===== src/rtl/fmul_pkg.sv =====
package fmul_pkg;
  typedef struct packed {
    logic pickNan;
    logic pickZero;
    logic pickInf;
    logic raiseOvf;
    logic raiseUnf;
  } fmulStrobe_t;
endpackage


===== src/rtl/fmul_ctrl.sv =====
module fmul_ctrl
  import fmul_pkg::*;
#(
  parameter int EXP_W  = 8,
  parameter int FRAC_W = 23,
  localparam int XW    = EXP_W + 2
) (
  input  logic                 clk,
  input  logic                 rstN,
  input  logic [EXP_W-1:0]     expA,
  input  logic [EXP_W-1:0]     expB,
  input  logic                 fracNzA,
  input  logic                 fracNzB,
  input  logic signed [XW-1:0] expNorm,
  output fmulStrobe_t          stb
);
  localparam int EMAX = (1 << EXP_W) - 1;
  localparam logic signed [XW-1:0] EHI = XW'(EMAX - 1);
  localparam logic signed [XW-1:0] ELO = XW'(1);

  logic zA, zB, infA, infB, nanA, nanB, finite;

  always_comb begin
    zA   = (expA == '0);
    zB   = (expB == '0);
    infA = (expA == EXP_W'(EMAX)) && !fracNzA;
    infB = (expB == EXP_W'(EMAX)) && !fracNzB;
    nanA = (expA == EXP_W'(EMAX)) && fracNzA;
    nanB = (expB == EXP_W'(EMAX)) && fracNzB;

    stb.pickNan  = nanA || nanB || (infA && zB) || (infB && zA);
    stb.pickZero = !stb.pickNan && (zA || zB);
    stb.pickInf  = !stb.pickNan && !stb.pickZero && (infA || infB);
    finite       = !stb.pickNan && !stb.pickZero && !stb.pickInf;
    stb.raiseOvf = finite && (expNorm > EHI);
    stb.raiseUnf = finite && (expNorm < ELO);
  end


  zero_quiet_chk: assert property (@(posedge clk) disable iff (!rstN)
    ((zA || zB) && !stb.pickNan && !infA && !infB) |-> (!stb.raiseOvf && !stb.raiseUnf));


  nan_exclusive_chk: assert property (@(posedge clk) disable iff (!rstN)
    stb.pickNan |-> !stb.pickZero && !stb.pickInf && !stb.raiseOvf && !stb.raiseUnf);


  strobe_onehot_chk: assert property (@(posedge clk) disable iff (!rstN)
    $onehot0({stb.pickNan, stb.pickZero, stb.pickInf, stb.raiseOvf, stb.raiseUnf}));
endmodule


===== src/rtl/fmul_dp.sv =====
module fmul_dp
  import fmul_pkg::*;
#(
  parameter int EXP_W  = 8,
  parameter int FRAC_W = 23,
  localparam int WORD_W = 1 + EXP_W + FRAC_W,
  localparam int XW     = EXP_W + 2
) (
  input  logic                  clk,
  input  logic                  rstN,
  input  logic [WORD_W-1:0]     opA,
  input  logic [WORD_W-1:0]     opB,
  input  fmulStrobe_t           stb,
  output logic signed [XW-1:0]  expNorm,
  output logic [WORD_W-1:0]     prodQ,
  output logic                  ovfQ,
  output logic                  unfQ
);
  localparam int MW   = FRAC_W + 1;
  localparam int PW   = 2 * MW;
  localparam int BIAS = (1 << (EXP_W - 1)) - 1;
  localparam logic signed [XW-1:0] BIAS_S = XW'(BIAS);
  localparam logic [WORD_W-1:0] QNAN =
    {1'b0, {EXP_W{1'b1}}, 1'b1, {(FRAC_W-1){1'b0}}};

  logic [PW-1:0]     sigProd;
  logic              hiBit;
  logic [FRAC_W-1:0] fracKeep;
  logic              signRes;
  logic [WORD_W-1:0] resNext;

  always_comb begin
    sigProd  = PW'({1'b1, opA[FRAC_W-1:0]}) * PW'({1'b1, opB[FRAC_W-1:0]});
    hiBit    = sigProd[PW-1];
    fracKeep = hiBit ? sigProd[PW-2 -: FRAC_W] : sigProd[PW-3 -: FRAC_W];
    expNorm  = $signed({2'b00, opA[WORD_W-2 -: EXP_W]})
             + $signed({2'b00, opB[WORD_W-2 -: EXP_W]})
             - BIAS_S
             + $signed({{(XW-1){1'b0}}, hiBit});
    signRes  = opA[WORD_W-1] ^ opB[WORD_W-1];

    if (stb.pickNan)
      resNext = QNAN;
    else if (stb.pickZero || stb.raiseUnf)
      resNext = {signRes, {(WORD_W-1){1'b0}}};
    else if (stb.pickInf || stb.raiseOvf)
      resNext = {signRes, {EXP_W{1'b1}}, {FRAC_W{1'b0}}};
    else
      resNext = {signRes, expNorm[EXP_W-1:0], fracKeep};
  end

  always_ff @(posedge clk or negedge rstN) begin
    if (!rstN) begin
      prodQ <= '0;
      ovfQ  <= 1'b0;
      unfQ  <= 1'b0;
    end else begin
      prodQ <= resNext;
      ovfQ  <= stb.raiseOvf;
      unfQ  <= stb.raiseUnf;
    end
  end


  sign_xor_chk: assert property (@(posedge clk) disable iff (!rstN)
    !stb.pickNan |=> prodQ[WORD_W-1] == $past(opA[WORD_W-1] ^ opB[WORD_W-1]));


  ovf_inf_chk: assert property (@(posedge clk) disable iff (!rstN)
    ovfQ |-> prodQ[WORD_W-2:0] == {{EXP_W{1'b1}}, {FRAC_W{1'b0}}});


  unf_zero_chk: assert property (@(posedge clk) disable iff (!rstN)
    unfQ |-> prodQ[WORD_W-2:0] == '0);


  no_dual_flag_chk: assert property (@(posedge clk) disable iff (!rstN)
    !(ovfQ && unfQ));
endmodule


===== src/rtl/fmul_trunc.sv =====
module fmul_trunc
  import fmul_pkg::*;
#(
  parameter int EXP_W  = 8,
  parameter int FRAC_W = 23,
  localparam int WORD_W = 1 + EXP_W + FRAC_W,
  localparam int XW     = EXP_W + 2
) (
  input  logic              clk,
  input  logic              rstN,
  input  logic [WORD_W-1:0] opA,
  input  logic [WORD_W-1:0] opB,
  output logic [WORD_W-1:0] prod,
  output logic              ovfFlag,
  output logic              unfFlag
);
  fmulStrobe_t          stb;
  logic signed [XW-1:0] expNorm;

  fmul_ctrl #(.EXP_W(EXP_W), .FRAC_W(FRAC_W)) u_ctrl (
    .clk     (clk),
    .rstN    (rstN),
    .expA    (opA[WORD_W-2 -: EXP_W]),
    .expB    (opB[WORD_W-2 -: EXP_W]),
    .fracNzA (|opA[FRAC_W-1:0]),
    .fracNzB (|opB[FRAC_W-1:0]),
    .expNorm (expNorm),
    .stb     (stb)
  );

  fmul_dp #(.EXP_W(EXP_W), .FRAC_W(FRAC_W)) u_dp (
    .clk     (clk),
    .rstN    (rstN),
    .opA     (opA),
    .opB     (opB),
    .stb     (stb),
    .expNorm (expNorm),
    .prodQ   (prod),
    .ovfQ    (ovfFlag),
    .unfQ    (unfFlag)
  );
endmodule


===== config.mk =====
export PLATFORM = sky130hd
export DESIGN_NAME = fmul_trunc
export DESIGN_NICKNAME = d
export VERILOG_FILES = /design/src/rtl/fmul_pkg.sv /design/src/rtl/fmul_ctrl.sv /design/src/rtl/fmul_dp.sv /design/src/rtl/fmul_trunc.sv
export SDC_FILE = /design/constraint.sdc
export NUM_CORES = 1
export LEC_CHECK = 0
export ABC_AREA = 1
export BUFFER_PORTS_ARGS = -buffer_cell sky130_fd_sc_hd__buf_2
export CELL_PAD_IN_SITES_DETAIL_PLACEMENT = 1
export CELL_PAD_IN_SITES_GLOBAL_PLACEMENT = 1
export CORE_ASPECT_RATIO = 1.25
export CORE_MARGIN = 5
export CORE_UTILIZATION = 44
export DETAILED_ROUTE_END_ITERATION = 10
export GPL_TIMING_DRIVEN = 0
export PLACE_DENSITY_LB_ADDON = 0.15
export SLEW_MARGIN = 20
export SYNTH_ARGS = -nofsm -noshare
export SYNTH_HDL_FRONTEND = slang
export SYNTH_SLANG_ARGS = --single-unit

===== constraint.sdc =====
create_clock -name clk -period 0.8 [get_ports clk]
set_clock_uncertainty 0.2 [all_clocks]
set_input_delay 0.04 -clock clk [delete_from_list [all_inputs] [get_ports clk]]
set_output_delay 0.04 -clock clk [all_outputs]
set_load 0.005 [all_outputs]

# Yosys cells after proc, flatten, opt, wreduce, memory -nomap -nowiden
# Index checks and enable logic that the tools add are counted.
# classes
div_mod_pow	0
n_bitwise	1
eq_ne	2
shifts	0
n_addsub	3
mul	1
magnitude_cmp	2
mux	4
n_reduce_logical	28
# op_table
cell	n
$mux W31	2
$mul A24 B24 Y48	1
$reduce_or A23 Y1	2
$mux W32	1
$mux W23	1
$eq A8 B8 Y1 const B	2
$logic_not A8 Y1	2
$logic_and A1 B1 Y1	12
$add A10 B2 Y10	1
$gt A10 B9 Y1 const B	1
$lt A10 B2 Y1 const B	1
$sub A10 B8 Y10 const B	1
$add A8 B8 Y9	1
$logic_or A1 B1 Y1	7
$logic_not A1 Y1	5
$xor A1 B1 Y1	1
# totals
out_inout_bits	34
rom_bits	0
ramBits	0
ff_bits	34
inputBits	66
n_memories	0
word_cells	44
latchBits	0

# Depth between registers and ports, before layout
# Gate-level depths: netlist of the first run.
# depth
word_depth	18
mapped_depth	51
mapped_depth_nobuf	47

# By module
# A second synthesis of the first run with hierarchy kept.
# hier_totals
hier_cells	2941
area_unflattened_um2	21804.7
# by_module_without_submodules
module	area_per_inst_um2	cells_each	n_inst	seq_area_each_um2
fmul_dp	21359.2	2843	1	850.8
fmul_ctrl	277.8	54	1	0.0
fmul_trunc	167.7	44	1	0.0

# Worst setup path after synthesis of the first run
# Ideal clock, no wire load.
# synth_path
path_type	input to register
startpoint	input opB[3]
endpoint	register u_dp.prodQ[14]
setup_ns	0.132
required_time_ns	0.468
path_stages	47
setup_slack_ns	-6.946
t_arrival_ns	7.415
n_path_buf	4
cell_sequence	clkbuf_1 > clkbuf_1 > nand2_1 > fa_1 > inv_1 > fa_1 > inv_1 > fa_1 > inv_1 > fa_1 > inv_1 > fa_1 > inv_1 > fa_1 > inv_1 > fa_1 > inv_1 > ha_1 > (+11 left out) > ha_1 > inv_1 > ha_1 > inv_1 > or2_2 > nor2_1 > nand2_1 > nor2_1 > nand2_1 > nor2_1 > nand2_1 > nand2_2 > nand2_4 > nand2_4 > buf_6 > nor2_1 > nand2_1 > nor2_1
# synth_via
elab_chain_len	17
word_cells_on_any_way	28
cone_classes	add/sub (1); mul (1); order compare (2); mux (4); reduce/logical (20)
# synth_rtl
item	line	text
start, declared	fmul_trunc.sv:12	input logic [WORD_W-1:0] opB,
branches (longest 16 deep; another with $mul A24 B24 Y48)	--	
$mux W32 *	fmul_dp.sv:42	if (stb.pickNan)
named net u_dp.resNext[14]	fmul_dp.sv:30	logic [WORD_W-1:0] resNext;
end signal, assigned	fmul_dp.sv:58	prodQ <= resNext;
end, declared	fmul_dp.sv:15	output logic [WORD_W-1:0] prodQ,
# Mark *: on every way through the listed nets, which the timed path passes.

# Worst setup path in the final report of the first run
# layout_path
startpoint	input opA[14]
endpoint	register u_dp.prodQ[15]
# layout_via
elab_chain_len	18
word_cells_on_any_way	28
cone_classes	add/sub (1); mul (1); order compare (2); mux (4); reduce/logical (20)
# layout_rtl
item	line	text
start, declared	fmul_trunc.sv:11	input logic [WORD_W-1:0] opA,
branches (longest 17 deep; another with $mul A24 B24 Y48)	--	
$mux W32 *	fmul_dp.sv:42	
named net u_dp.resNext[15]	fmul_dp.sv:30	
# Marked as above.

==> reports/metrics.yaml, run 1 <==
status: "finished, violations left"
violations: "negative hold slack, negative setup slack"
ys_ff_latch: 34
grt_use_total: 0.3207
grt_pass1_wl_um: 137500
setup_violations: 68
layout_commonest_cell: "inv_1"
design_area_um2: 27880
synth_top_cell_area_share: 0.4296
startpoint_type: "input port"
cap_violations: 0
syn_nets: 3845
cp_slowest_cell: "fa_2"
cpMostUsedCell: "buf_4"
maxSlewViolCount: 0
yosys-top-cells-area: "fa_1 43%, inv_1 16%, nand2_1 16%"
htree_levels: 2
drt.antenna.violating_nets: 0
grt_start_max_net_pins: 35
fin_ws_ns: -6.810
synth_flop_cell: "dfrtp_1"
synth_area_per_cell_um2: 7.204
drc: 0
grt_pass1_vias: 24300
arrival_ns: 7.62
slew-limit-headroom: 0.4201
fp.dieW_um: 212.1
antenna_found_initial: 1
hp-class: "in -> async"
drt_first_pass_iters: 5
ios: 100
clock-root-buffer: "clkbuf_16"
worst_path_dominant_cell_family: "adder cells"
hold_viol_final: 35
rsz0062_at_grt: "true"
slowest_delay_ns: 0.57
cts_buffer_depth: 2
coreArea_um2: 50530
required_ns: 0.81
num_rows: 92
fill_cells: 6219
tightest_slew_ns: 0.8652
path_max_fanout: 5
num_vias: 21040
yosysUniqueCellTypes: 39
fmax_mhz: 131.4
syn_area_um2: 22460
final_layout_size_suffix_gt1_frac: 0.1739
place.gp.congestion: 0.9515
first_iter_violations: 1237
area_growth_syn_to_layout_pct: 24.14
dieArea_um2: 55700
dp_hpwl_um: 71430
yosysSeqAreaShare: 0.03788
dpl.cell_count: 3868
avgRoutedWirePerCell_um: 22.89
finalCriticalPeriod_ns: 7.610
final_cell_mix: "930 x inv_1, 881 x nand2_1, 456 x fa_1"
die_y_um: 262.6
postPlaceCellArea_um2: 24230
grt.overflow.total: 0
cts_tree: "built"
critPathBufInv: 24
numCtsBuffers: 5
instances_no_fill: 4012
port_buffers: 92
synth_edf_count: 0
fin_crit_sh: 9.512
nets: 4078
yosys_warnings: 0
yosysTopAreaCell: "fa_1"
endpoint_kind: "flop"
clk_pin_slew_ns: 0.05
syn_inst: 3118
start_util: 0.4445
hold_slack_ns: -0.3874
wirelength_um: 91840
async_flop_share: 1.000
clock_sinks: 34
crit_type: "in -> reg"
vias_per_cell: 5.245
==> cell usage after synthesis (2+ instances only) <==
| master | instances |
|---|---|
| a21o_1 | 4 |
| a21oi_1 | 47 |
| a21oi_2 | 2 |
| and3_1 | 3 |
| buf_6 | 6 |
| clkbuf_1 | 101 |
| dfrtp_1 | 34 |
| fa_1 | 482 |
| ha_1 | 179 |
| inv_1 | 970 |
| inv_2 | 5 |
| nand2_1 | 952 |
| nand2_2 | 17 |
| nand2_4 | 2 |
| nand3_1 | 63 |
| nand3_2 | 5 |
| nand3b_1 | 20 |
| nand4_1 | 17 |
| nor2_1 | 144 |
| nor2_2 | 9 |
| nor3_1 | 14 |
| nor4_1 | 4 |
| o21ai_0 | 9 |
| o21bai_1 | 11 |
| or2_2 | 2 |
| xnor2_1 | 3 |
==> routing by layer <==
metal / wire (µm) / share of wire / track usage
met1: 31970 / 0.35 / 0.3656
met3: 5725 / 0.062 / 0.03869
met2: 46190 / 0.50 / 0.5742
met4: 7957 / 0.087 / 0.1827
met5: 0 / 0 / 0
==> cell type report <==
class,count,area [µm²],share of cell area
Multi-Input combinational cell,2002,18360,0.6585
Inverter,975,3667,0.1315
Buffer,107,2029,0.07278
Timing Repair Buffer,226,1979,0.07099
Sequential cell,34,850.8,0.03051
Tap cell,658,823.3,0.02953
Clock buffer,6,128.9,0.004622
Clock inverter,2,37.54,0.001346
Antenna cell,2,5.005,0.0001795
==> worst max-delay path by stage <==
stage	startpoint	endpoint	cells past startpoint
floorplan	opB[8]	u_dp.prodQ[22]$_DFF_PN0_	47
global placement	opB[16]	u_dp.prodQ[22]$_DFF_PN0_	43
detailed placement	opA[10]	u_dp.prodQ[22]$_DFF_PN0_	43
CTS	opA[14]	u_dp.prodQ[22]$_DFF_PN0_	50
global route	opB[20]	u_dp.prodQ[25]$_DFF_PN0_	41
finish	opA[14]	u_dp.prodQ[15]$_DFF_PN0_	47
==> what timing repair did <==
item	CTS	global route
endpoints found under the hold margin	35	35
gates cloned	7	4
gates resized for setup	407	171
setup endpoints to repair	68	68
pin swaps	85	84
buffers inserted	82	42
==> cells by family after synthesis <==
family | share of synthesized area
AND/OR/NAND/NOR | 0.2279
buffers and inverters | 0.1828
adder cells (fa/ha/maj) | 0.5293
AO/OA/AOI/OAI | 0.02089
flip-flops | 0.03788
XOR/XNOR | 0.001170
==> flip-flops by register name, summed over array words and instances (netlist names) <==
register	count
u_dp.ovfQ	1
u_dp.prodQ	32
u_dp.unfQ	1
==> per-stage QoR <==
| stage | setup WS (ns) | utilization | hold WS (ns) | setup TNS, ns |
|---|---|---|---|---|
| final | -6.810 | 0.5518 | -0.3874 | -230.03 |
| after global routing | -7.050 | 0.5518 | -0.3349 | -240.09 |
| after CTS | -6.737 | 0.5346 | -0.3715 | -228.53 |
| after detailed placement | -8.186 | 0.4795 | -0.07466 | -266.02 |
| after global placement | -8.046 | 0.4795 | -0.08576 | -261.82 |
| after floorplan | -6.465 | - | -0.4556 | -210.47 |
Power of run 1 is left out: the tool's default activity adds up to more than one toggle a clock period on the data nets, which glitch-free logic cannot reach.
==> inputs of run 2 (changes only) <==
--- a/config.mk
+++ b/config.mk
@@ -10,11 +10,10 @@
 export CELL_PAD_IN_SITES_DETAIL_PLACEMENT = 1
 export CELL_PAD_IN_SITES_GLOBAL_PLACEMENT = 1
 export CORE_ASPECT_RATIO = 1.25
-export CORE_MARGIN = 5
 export CORE_UTILIZATION = 44
 export DETAILED_ROUTE_END_ITERATION = 10
 export GPL_TIMING_DRIVEN = 0
-export PLACE_DENSITY_LB_ADDON = 0.15
+export PLACE_DENSITY_LB_ADDON = 0.1
 export SLEW_MARGIN = 20
 export SYNTH_ARGS = -nofsm -noshare
 export SYNTH_HDL_FRONTEND = slang
==> run 2 against run 1 <==
  * Highest routed layer unchanged
  * Global-route usage grew 3.4 points
  * Sequential share of layout area is essentially flat
  * Non-clock buffer count shrank 7
  * Critical endpoint is now u_dp.prodQ[28]$_DFF_PN0_
  * Cell count shrank 0.27%
  * Via count shrank 0.90%
  * The run still ends with negative hold slack, negative setup slack left
  * Utilization grew 0.58 points
  * Die area shrank 6.7%
  * Flip-flop and latch count is the same
==> reports/metrics.yaml, run 2 (synthesis results as in run 1) <==
status: "finished, violations left"  # unchanged
violations: "negative hold slack, negative setup slack"  # unchanged
n_antenna_cell: 0  # was 2
endpoint_kind: "flop"  # unchanged
path_max_fanout: 8  # was 5
numCtsBuffers: 5  # unchanged
final_layout_size_suffix_gt1_frac: 0.1678  # was 0.1739
startpoint_type: "input port"  # unchanged
wirelength_um: 90770  # was 91840 µm
finalCriticalPeriod_ns: 7.708  # was 7.610 ns
first_iter_violations: 1035  # was 1237
hp-class: "in -> async"  # unchanged
dp_hpwl_um: 71940  # was 71430 µm
die_y_um: 254.6  # was 262.6 µm
cp_slowest_cell: "fa_2"  # unchanged
coreArea_um2: 50420  # was 50530 µm²
instances_no_fill: 4001  # was 4012
fin_ws_ns: -6.908  # was -6.810 ns
vias_per_cell: 5.212  # was 5.245
tightest_slew_ns: 0.7355  # was 0.8652 ns
dieArea_um2: 51960  # was 55700 µm²
ios: 100  # unchanged
num_rows: 92  # unchanged
arrival_ns: 7.71  # was 7.62 ns
slew-limit-headroom: 0.5097  # was 0.4201
grt_start_max_net_pins: 35  # unchanged
maxSlewViolCount: 0  # unchanged
hold_slack_ns: -0.3773  # was -0.3874 ns
grt.overflow.total: 0  # unchanged
drc: 0  # unchanged
avgRoutedWirePerCell_um: 22.69  # was 22.89 µm
cap_violations: 0  # unchanged
slowest_delay_ns: 0.60  # was 0.57 ns
rsz0062_at_grt: "true"  # unchanged
drt_first_pass_iters: 7  # was 5
fin_crit_sh: 9.635  # was 9.512
drt.antenna.violating_nets: 0  # unchanged
reg.largest.list: "u_dp.prodQ: 32 flops, u_dp.ovfQ: 1 flops, u_dp.unfQ: 1 flops"  # unchanged
fill_cells: 6160  # was 6219
layout_commonest_cell: "inv_1"  # unchanged
dpl.cell_count: 3868  # unchanged
largest_reg_flops: 32  # unchanged
fmax_mhz: 129.7  # was 131.4 MHz
setup_violations: 68  # unchanged
grt_pass1_vias: 23610  # was 24300
grt_pass1_wl_um: 136700  # was 137500 µm
hold_viol_final: 35  # unchanged
htree_levels: 2  # unchanged
grt_use_total: 0.3544  # was 0.3207
num_vias: 20850  # was 21040
final_cell_mix: "926 x inv_1, 905 x nand2_1, 455 x fa_1"  # was 930 x inv_1, 881 x nand2_1, 456 x fa_1
place.gp.congestion: 0.9538  # was 0.9515
crit_type: "in -> reg"  # unchanged
cpMostUsedCell: "nand2_1"  # was buf_4
port_buffers: 92  # unchanged
required_ns: 0.80  # was 0.81 ns
nets: 4071  # was 4078
clock-root-buffer: "clkbuf_16"  # unchanged
top_register: "u_dp.prodQ"  # unchanged
clock_sinks: 34  # unchanged
cts_tree: "built"  # unchanged
fp.dieW_um: 204.1  # was 212.1 µm
area_growth_syn_to_layout_pct: 25.15  # was 24.14%
utilization: 0.5575  # was 0.5518
cts_buffer_depth: 2  # unchanged
clk_pin_slew_ns: 0.05  # about the same
start_util: 0.4455  # was 0.4445
antenna_found_initial: 0  # was 1
run 2: cell types whose count changed in the layout (fill, tap and decap cells not counted), sizes merged:
cell	delta
clkbuf	+17
bufinv	-1
clkinvlp	+2
diode	-2
inv	-3
buf	-24
run 2: cell type report:
| cell class | count | area, µm² | share of cell area |
|---|---|---|---|
| clock buffer | 6 | 138.9 | 0.004941 |
| sequential | 34 | 850.8 | 0.03027 |
| tap | 658 | 823.3 | 0.02929 |
| multi-input combinational | 2002 | 18360 | 0.6530 |
| inverter | 975 | 3676 | 0.1308 |
| timing repair buffer | 219 | 2042 | 0.07264 |
| buffer | 107 | 2225 | 0.07914 |
run 2: repair_timing:
| action | CTS | global route |
|---|---|---|
| endpoints found under the setup margin | 68 | 68 |
| gates cloned | 10 | 1 |
| buffers inserted | 77 | 40 |
| pin swaps | 93 | 77 |
| resized for setup | 472 | 99 |
| endpoints found under the hold margin | 35 | 35 |
run 2: worst max-delay path: cells and delay by family:
family / cells / cell delay (ns)
buffers and inverters: 14 / 1.21
AOI/OAI and AO/OA: 1 / 0.14
and+or+nand+nor: 21 / 1.84
adders and majority gates: 10 / 4.44
run 2: metrics by stage:
stage	instance area (µm²)	TNS (ns)	worst slack, ns
after global placement	24230	-263.54	-8.106
final	28110	-232.25	-6.908
after global routing	28110	-240.67	-7.129
after CTS	27450	-226.39	-6.679
after floorplan	22950	-210.47	-6.465
after detailed placement	24230	-267.21	-8.195
run 2: worst paths after layout:
path                       cells past startpoint                       end    start  slack, ns
worst max-delay path                          46  u_dp.prodQ[28]$_DFF_PN0_  opA[19]      -6.91
worst min-delay path                           1  u_dp.prodQ[28]$_DFF_PN0_     rstN      -0.38
max in group asynchronous                      1  u_dp.prodQ[18]$_DFF_PN0_     rstN       0.30
min in group clk                               3  u_dp.prodQ[31]$_DFF_PN0_  opA[31]      -0.17
run 2: metal layers:
| metal | share of wire | track usage |
|---|---|---|
| met1 | 0.35 | 0.3826 |
| met2 | 0.51 | 0.6427 |
| met3 | 0.056 | 0.04498 |
| met4 | 0.087 | 0.2433 |
| met5 | 0 | 0 |
Power of run 2 is left out for the same reason.
==> inputs of run 3 (changes only) <==
--- a/config.mk
+++ b/config.mk
@@ -18,3 +18,4 @@
 export SYNTH_ARGS = -nofsm -noshare
 export SYNTH_HDL_FRONTEND = slang
 export SYNTH_SLANG_ARGS = --single-unit
+export TNS_END_PERCENT = 1
==> run 3 against run 2 <==
  * The run still ends with negative hold slack, negative setup slack left
  * Global-route usage increased by 0.55 points
  * Critical path depth down 3
  * Flip-flop and latch count did not move
  * Utilization shrank 0.49 points
  * Die area is the same
  * Routed wire length is essentially flat
  * Via count up 0.43%
  * Count of clock-buffer cells in the layout increased by 1
  * First-iteration DRC count down 0.19%
  * Critical path type unchanged
  * Critical endpoint is now u_dp.prodQ[22]$_DFF_PN0_
  * Largest cell class unchanged
==> reports/metrics.yaml, run 3 (synthesis results as in run 1) <==
clock_sinks: 34  # unchanged
first_iter_violations: 1033  # was 1035
final_cell_mix: "946 x inv_1, 909 x nand2_1, 457 x fa_1"  # was 926 x inv_1, 905 x nand2_1, 455 x fa_1
tightest_slew_ns: 0.7235  # was 0.7355 ns
fin_ws_ns: -6.792  # was -6.908 ns
layout_commonest_cell: "inv_1"  # unchanged
wirelength_um: 90720  # was 90770 µm
status: "finished, violations left"  # unchanged
avgRoutedWirePerCell_um: 22.64  # was 22.69 µm
dieArea_um2: 51960  # unchanged
required_ns: 0.76  # was 0.80 ns
crit_type: "in -> reg"  # unchanged
die_y_um: 254.6  # unchanged
arrival_ns: 7.55  # was 7.71 ns
n_antenna_cell: 0  # unchanged
numCtsBuffers: 5  # unchanged
drt_first_pass_iters: 7  # unchanged
startpoint_type: "input port"  # unchanged
vias_per_cell: 5.225  # was 5.212
fin_crit_sh: 9.490  # was 9.635
nets: 4077  # was 4071
coreArea_um2: 50420  # unchanged
endpoint_kind: "flop"  # unchanged
num_rows: 92  # unchanged
maxSlewViolCount: 0  # unchanged
cp_slowest_cell: "fa_2"  # unchanged
drt.antenna.violating_nets: 0  # unchanged
slowest_delay_ns: 0.63  # was 0.60 ns
slew-limit-headroom: 0.5177  # was 0.5097
cap_violations: 0  # unchanged
clock-root-buffer: "clkbuf_16"  # unchanged
rsz0062_at_grt: "true"  # unchanged
grt_start_max_net_pins: 35  # unchanged
grt_pass1_vias: 24090  # was 23610
area_growth_syn_to_layout_pct: 24.05  # was 25.15%
hold_slack_ns: -0.3818  # was -0.3773 ns
fmax_mhz: 131.7  # was 129.7 MHz
largest_reg_flops: 32  # unchanged
utilization: 0.5527  # was 0.5575
clk_pin_slew_ns: 0.05  # about the same
fp.dieW_um: 204.1  # unchanged
grt_pass1_wl_um: 139000  # was 136700 µm
num_vias: 20940  # was 20850
grt_use_total: 0.3598  # was 0.3544
final_layout_size_suffix_gt1_frac: 0.1534  # was 0.1678
antenna_found_initial: 1  # was 0
finalCriticalPeriod_ns: 7.592  # was 7.708 ns
setup_violations: 68  # unchanged
place.gp.congestion: 0.9926  # was 0.9538
ios: 100  # unchanged
htree_levels: 2  # unchanged
cpMostUsedCell: "fa_1"  # was nand2_1
violations: "negative hold slack, negative setup slack"  # unchanged
start_util: 0.4455  # unchanged
cts_buffer_depth: 2  # unchanged
hp-class: "in -> async"  # unchanged
grt.overflow.total: 0  # unchanged
cts_tree: "built"  # unchanged
path_max_fanout: 10  # was 8
drc: 0  # unchanged
top_register: "u_dp.prodQ"  # unchanged
dp_hpwl_um: 71920  # was 71940 µm
reg.largest.list: "u_dp.prodQ: 32 flops, u_dp.ovfQ: 1 flops, u_dp.unfQ: 1 flops"  # unchanged
hold_viol_final: 35  # unchanged
port_buffers: 92  # unchanged
==> run 3: cell type report <==
type                            count  area [µm²]
Tap cell                          658       823.3
Multi-Input combinational cell   2002       18170
Sequential cell                    34       850.8
Timing Repair Buffer              225        1973
Buffer                            107        2251
Fill cell                        6234       22550
Clock buffer                        7       132.6
Inverter                          975        3662
==> run 3: timing repair <==
item | CTS | global route
resized for setup | 451 | 56
setup buffers | 115 | 9
pin swaps | 85 | 45
hold endpoints to repair | 35 | 35
setup endpoints to repair | 68 | 68
cloned | 8 | 1
==> run 3: per-layer routing <==
layer	part of all wire	GRT usage	up-vias	wire, µm
met5	0.00015	0	-	14
met2	0.51	0.6469	749	46130
met3	0.052	0.03833	344	4701
met1	0.35	0.3949	10670	32060
li1	-	-	9183	-
met4	0.086	0.2554	2	7819
==> run 3: critical path, delay by kind of cell <==
family	cells	cell delay, ns
simple gates	23	2.13
fa+ha+maj	10	4.46
buf+inv	10	0.91
==> run 3: worst max-delay path by stage <==
stage                 start                       end  slack [ns]
global placement    opB[16]  u_dp.prodQ[22]$_DFF_PN0_       -8.09
floorplan            opB[8]  u_dp.prodQ[14]$_DFF_PN0_       -6.47
CTS                 opA[20]  u_dp.prodQ[22]$_DFF_PN0_       -6.66
global route        opA[18]  u_dp.prodQ[19]$_DFF_PN0_       -7.02
detailed placement  opB[16]  u_dp.prodQ[22]$_DFF_PN0_       -8.25
finish              opB[15]  u_dp.prodQ[22]$_DFF_PN0_       -6.79
==> run 3: through the flow <==
step	setup TNS, ns	area, µm²	setup WS, ns	instances
after floorplan	-210.86	22930	-6.471	3118
after global placement	-263.81	24210	-8.092	3868
after detailed placement	-269.11	24220	-8.254	3868
after CTS	-225.57	27590	-6.663	3998
after global routing	-235.56	27860	-7.021	4008
final	-228.30	27860	-6.792	4008
Power of run 3 is left out for the same reason.
